===== src/rtl/rpost_ring.sv =====
module rpost_ring #(
  parameter int DEPTH = 6,
  parameter logic [7:0] IDX_OFS = 8'h6C,
  parameter logic [7:0] MASK_OFS = 8'h34,
  localparam int IDX_W = (DEPTH > 2) ? $clog2(DEPTH) : 1
) (
  input  logic             clk,
  input  logic             rst_n,
  input  logic             cpl_valid,
  output logic             cpl_ready,
  input  logic [15:0]      cpl_smid,
  input  logic             cpl_is_addr,
  input  logic [31:0]      cpl_addr,
  input  logic             reg_wr,
  input  logic [7:0]       reg_addr,
  input  logic [31:0]      reg_wdata,
  input  logic             host_wr,
  input  logic [IDX_W-1:0] host_wr_slot,
  input  logic [63:0]      host_wr_data,
  input  logic [IDX_W-1:0] host_rd_slot,
  output logic [63:0]      host_rd_data,
  output logic [IDX_W-1:0] prod_idx,
  output logic             status_pend,
  output logic             irq,
  output logic             ovr_err
);
  localparam logic [IDX_W-1:0] LAST = IDX_W'(DEPTH - 1);
  localparam logic [63:0] EMPTY = '1;

  logic [63:0]      ring [DEPTH];
  logic [IDX_W-1:0] prod_q, host_q, prod_nxt;
  logic             mask_q, ovr_q;
  logic             take, slot_empty, store, clash;
  logic [63:0]      desc;

  assign prod_nxt   = (prod_q == LAST) ? '0 : prod_q + 1'b1;
  assign cpl_ready  = (prod_nxt != host_q);
  assign take       = cpl_valid && cpl_ready && (cpl_smid != 16'h0);
  assign slot_empty = (ring[prod_q] == EMPTY);
  assign store      = take && slot_empty;
  assign clash      = take && !slot_empty;
  assign desc       = {cpl_is_addr ? cpl_addr : 32'h0, cpl_smid, 15'h0, cpl_is_addr};

  for (genvar g = 0; g < DEPTH; g++) begin : g_slot
    localparam logic [IDX_W-1:0] ME = IDX_W'(g);
    always_ff @(posedge clk) begin
      if (!rst_n)                            ring[g] <= EMPTY;
      else if (store && prod_q == ME)        ring[g] <= desc;
      else if (host_wr && host_wr_slot == ME) ring[g] <= host_wr_data;
    end
  end

  always_ff @(posedge clk) begin
    if (!rst_n) begin
      prod_q <= '0;
      host_q <= '0;
      mask_q <= 1'b1;
      ovr_q  <= 1'b0;
    end else begin
      if (store) prod_q <= prod_nxt;
      if (clash) ovr_q <= 1'b1;
      if (reg_wr && reg_addr == IDX_OFS && reg_wdata <= 32'(DEPTH - 1))
        host_q <= reg_wdata[IDX_W-1:0];
      if (reg_wr && reg_addr == MASK_OFS)
        mask_q <= reg_wdata[3];
    end
  end

  assign host_rd_data = (host_rd_slot <= LAST) ? ring[host_rd_slot] : EMPTY;
  assign prod_idx     = prod_q;
  assign status_pend  = (prod_q != host_q);
  assign irq          = status_pend && !mask_q;
  assign ovr_err      = ovr_q;
endmodule


===== config.mk =====
export PLATFORM = sky130hd
export DESIGN_NAME = rpost_ring
export DESIGN_NICKNAME = d
export VERILOG_FILES = /design/src/rtl/rpost_ring.sv
export SDC_FILE = /design/constraint.sdc
export NUM_CORES = 1
export LEC_CHECK = 0
export ABC_CLOCK_PERIOD_IN_PS = 15500
export BUFFER_PORTS_ARGS = -buffer_cell sky130_fd_sc_hd__buf_4
export CORE_MARGIN = 8
export CORE_UTILIZATION = 60
export CTS_BUF_LIST = sky130_fd_sc_hd__clkbuf_16
export DETAILED_ROUTE_END_ITERATION = 16
export PLACE_DENSITY = 0.81
export REMOVE_ABC_BUFFERS = 1
export SYNTH_ARGS = -nofsm -noshare
export SYNTH_HDL_FRONTEND = slang
export SYNTH_SLANG_ARGS = --single-unit

===== constraint.sdc =====
create_clock -name clk -period 15.5 [get_ports clk]
set_input_delay 3.875 -clock clk [delete_from_list [all_inputs] [get_ports clk]]
set_output_delay 3.875 -clock clk [all_outputs]
set_load 0.05 [all_outputs]

# [Word level (Yosys, flattened, before mapping)]
# Memories as Yosys holds them, arrays and structs flattened. A register that Yosys moved wholly into a read port is not among the register bits.
# Cells that the tools add are included.
[classes] n_mux=60 n_addsub=1 n_lt_le_gt_ge=2 n_bitwise=12 reduce_logical=25 n_eq_ne=15
[op_table] operator="$mux W64" count=13
[op_table] operator="$eq A64 B64 Y1 const B" count=1
[op_table] operator="$mux W1" count=43
[op_table] operator="$le A32 B3 Y1 const B" count=1
[op_table] operator="$mux W32" count=1
[op_table] operator="$logic_and A1 B1 Y1" count=20
[op_table] operator="$reduce_bool A16 Y1" count=1
[op_table] operator="$eq A3 B2 Y1 const B" count=4
[op_table] operator="$eq A3 B3 Y1 const B" count=4
[op_table] operator="$or A1 B1 Y1" count=12
[op_table] operator="$mux W3" count=3
[op_table] operator="$eq A8 B6 Y1 const B" count=1
[op_table] operator="$eq A8 B7 Y1 const B" count=1
[op_table] operator="$eq A3 B1 Y1 const B" count=2
[op_table] operator="$logic_not A3 Y1" count=2
[op_table] operator="$ne A3 B3 Y1" count=2
[op_table] operator="$add A3 B1 Y3 const B" count=1
[op_table] operator="$le A3 B3 Y1 const B" count=1
[op_table] operator="$logic_not A1 Y1" count=2
[totals] n_memories=1 in_bits=164 ram_bits=384 out_inout_bits=71 word_cells=120 ff_bits=8
[mem_list] name="ring" words=6 word_bits=64 rd=2 rd_clocked_by_memory_dff=1 wr=6 line="30" source="logic [63:0] ring [DEPTH];"

# [Logic depth before layout (Yosys ltp)]
[logic_depth] ltp_word=12 depth_mapped=12 ltp_nobuf=9

# [Worst setup path after synthesis]
# Ideal clock, no wire load.
[synth_timing] kind="in2out" startpoint="in host_rd_slot[0]" endpoint="out host_rd_data[10]" path_stages=6 path_slack_ns=5.247 n_path_buf=4 required_ns=11.625 arrival_ns=6.378 cell_sequence="clkbuf_1 clkbuf_1 clkbuf_1 buf_2 mux2i_1 a21oi_1"
[synth_via] elab_chain_cells=2 word_cells_on_any_way=3 cone_classes="order compare: 1; mux: 1; memory: 1"
[synth_rtl] item="from (decl)" line="20" source="input logic [IDX_W-1:0] host_rd_slot,"
[synth_rtl] item="$mem_v2 Z6 W64 / $le A3 B3 Y1 (equally long branches)"
[synth_rtl] item="$mux W64 *" line="69" source="assign host_rd_data = (host_rd_slot <= LAST) ? ring[host_rd_slot] : EMPTY;"
[synth_rtl] item="to (decl)" line="21" source="output logic [63:0] host_rd_data,"
# Mark *: on every way between the ends. The rest lies on a longest branch, timed or not.

# [Final worst setup path]
[layout_timing] startpoint="in host_rd_slot[0]" endpoint="out host_rd_data[27]"
# Same word-level chain as after synthesis.

==> results.py <==
metrics = {
    "drt": {
        "drtPass1Iterations": 7,
        "routedWlPerCell_um": 31.03,
        "vias_per_cell": 7.310,
        "drc": 0,
        "totalWireLength_um": 81090,
        "drtIter0Drc": 3372,
        "vias": 19100,
        "postRouteAntennaNets": 0,
    },
    "clocking": {
        "post_cts_buffers": 0,
        "hold_buffers": 0,
        "cts_resized": 0,
        "cts_buffers": 42,
        "insertion_delay_ns": 0.57,
        "htreeDepth": 2,
        "cts-root-buf": "clkbuf_16",
        "clkTransAtPathRegs_ns": 0.06,
        "cts_tree": "yes",
        "cts_max_path_buffers": 3,
        "cts.sinks": 395,
    },
    "setup_path": {
        "worst_path_max_delay_cell": "buf_4",
        "cp.required_ns": 11.62,
        "reg2reg_depth": 9,
        "r2r-end": "ring[3][31]$_DFFE_PP_",
        "crit_top_cell": "buf_4",
        "cpPeakStageDelay_ns": 0.90,
        "crit_path_cell_trace": "clkbuf_8 > buf_4 > mux4_2 > nor2_1 > a21oi_1 > buf_4",
        "path_class": "primary input to output pin",
        "cp-end-kind": "output pin",
        "arrival_ns": 6.56,
        "crit_path_start_kind": "primary input",
        "crit_fanout": 73,
        "r2r_setup_slack_ns": 9.65,
    },
    "pwr": {
        "powerDensity_nw_per_um2": 98.47,
        "leakage_nw": 8.751,
        "ir_drop_uv": 75.96,
    },
    "finish": {
        "drive_above_1_share_pct": 19.28,
        "area_delta_synth_final_pct": 15.46,
        "nNetsFinal": 2276,
    },
    "synthesis": {
        "async_reset_ff_share_pct": 0,
        "synthFlopType": "edfxtp_1",
        "synth.avg_cell_area_um2": 11.25,
        "synthTopCellsByArea": "edfxtp_1, mux2i_1, nor2_1",
        "ys_warn_count": 0,
        "synth-seq-area-share_pct": 53.41,
        "synth_top_area_cell": "edfxtp_1",
        "synth_edf_count": 384,
        "yosysMostFrequentCell": "nor2_1",
        "synth_top_area_share_pct": 52.41,
        "syn_inst": 1955,
        "synth_area_um2": 22000,
        "synth_cell_types": 56,
        "synth_common_cells": "nor2_1, edfxtp_1, mux2i_1",
        "synth_seq_cells": 395,
    },
    "timing": {
        "finalWorstSetupSlack_ns": 5.061,
        "clock_skew_ns": 0.02851,
        "min_period_ns": 10.44,
        "fmax_ghz": 0.09579,
        "min_period_over_period_pct": 67.35,
        "hold_violations": 0,
        "rsz0062_at_grt": "false",
        "tightest_slew_ns": 1.221,
        "slew_headroom_pct": 18.34,
        "slew_viol_final": 0,
        "setup_viol_count_final": 0,
        "fin_tns_setup_ns": 0,
    },
    "min_path": {
        "min_path_type": "register to register",
        "whs_path_depth": 2,
        "min_to": "ovr_err$_SDFFE_PN0P_",
        "hp-start": "ovr_err$_SDFFE_PN0P_",
    },
    "global_route": {
        "met3_usage_pct": 10.69,
        "grt_max_degree": 74,
        "grt_pass1_vias": 18550,
        "use_met2_pct": 55.99,
        "grt_util_met1_pct": 46.24,
        "grt_pass1_wl_um": 119600,
        "antenna_found_initial": 8,
        "track_usage_pct": 36.43,
        "grt.busiest_layer": "met2",
        "grt_remaining_overflow": 0,
    },
    "run": {
        "cap_viol_max_count": 0,
    },
    "floorplan": {
        "core_area_um2": 36350,
        "fp-row-count": 70,
        "dieArea_um2": 43050,
        "chipHeight_um": 207.5,
        "io_pins": 235,
        "die_x_um": 207.5,
        "initial_utilization_pct": 60.53,
    },
    "place": {
        "portBuffers": 234,
        "pre_cts_slack_ns": 5.025,
        "dpl.hpwl_um": 51680,
        "finalWeightedCongestion": 0.9917,
    },
    "run_status": {
        "run_status": "finished, final reports clean",
    },
}
stage by stage:
stage | power (mW) | hold slack [ns] | utilization [%] | instances | instance area [um2]
after floorplan | 1.351 | 0.4437 | - | 1798 | 21290
after global placement | 1.490 | 0.4410 | 66.15 | 2535 | 24050
after detailed placement | 1.496 | 0.4609 | 66.15 | 2535 | 24050
after CTS | 2.482 | 0.4821 | 69.87 | 2610 | 25400
after global routing | 2.537 | 0.4980 | 69.89 | 2613 | 25400
final | 2.501 | 0.5059 | 69.89 | 2613 | 25400
how the worst max path moves through the flow:
| stage | start | to | slack [ns] | cells past startpoint |
|---|---|---|---|---|
| 5_1_grt | host_rd_slot[0] | host_rd_data[8] | 4.84 | 6 |
| 4_1_cts | host_rd_slot[0] | host_rd_data[25] | 5.04 | 6 |
| 2_1_floorplan | cpl_smid[0] | ring[0][0]$_DFFE_PP_ | 3.27 | 7 |
| 6_report | host_rd_slot[0] | host_rd_data[27] | 5.06 | 6 |
| 3_3_place_gp | host_rd_slot[0] | host_rd_data[18] | 5.07 | 6 |
| 3_5_place_dp | host_rd_slot[0] | host_rd_data[27] | 5.02 | 6 |
layer usage:
metal,share of wire [%],vias to the layer above
li1,-,7729
met1,33,9033
met2,45,1990
met3,16,341
met4,6.4,8
met5,0.062,-
where the power goes:
group	internal (mW)	total (mW)	switching, mW
clock network	0.585	1.02	0.432
logic	0.0853	0.273	0.188
registers	1.19	1.21	0.0165
flip-flops by register name, summed over array words and instances (netlist names), named ones only:
| register | flops |
|---|---|
| host_q | 3 |
| mask_q | 1 |
| ovr_err | 1 |
| prod_idx | 3 |
| ring | 384 |
cells in the final DEF (no fill, tap or decap), types with 21 or more instances in the layout:
cell type / instances
o211ai_1: 39
inv_1: 22
nand4_1: 83
nor2_1: 445
buf_4: 268
nor4_1: 48
a21oi_1: 102
nand3_1: 21
mux2i_1: 296
o21ai_0: 99
mux4_2: 64
clkbuf_16: 43
nand2_1: 60
edfxtp_1: 384
final cells by class:
class / instances / area (um2)
inverter: 17 / 63.81
sequential: 395 / 11750
multi-input combinational: 1386 / 9619
tap: 468 / 585.6
clock inverter: 32 / 274.0
fill: 2537 / 10940
antenna: 3 / 7.507
timing repair buffer: 269 / 2026
clock buffer: 43 / 1076
cell families (layout without fill, tap and decap cells):
family	count (synthesis)	after routing	synth area share (%)
xor+xnor	6	6	0.2389
flops	395	395	53.41
simple gates	707	707	14.37
compound gates	312	312	8.388
fa+ha+maj	1	1	0.05686
other cells	0	3	0
mux	360	360	20.02
buf+inv	174	361	3.515
worst max-delay path, delay by kind of cell:
family / cells / cell delay (ns)
multiplexers: 1 / 0.60
buffers and inverters: 3 / 1.76
AND/OR/NAND/NOR: 1 / 0.13
AO/OA/AOI/OAI: 1 / 0.06
Note: power is estimated with default switching activity, not from simulation.
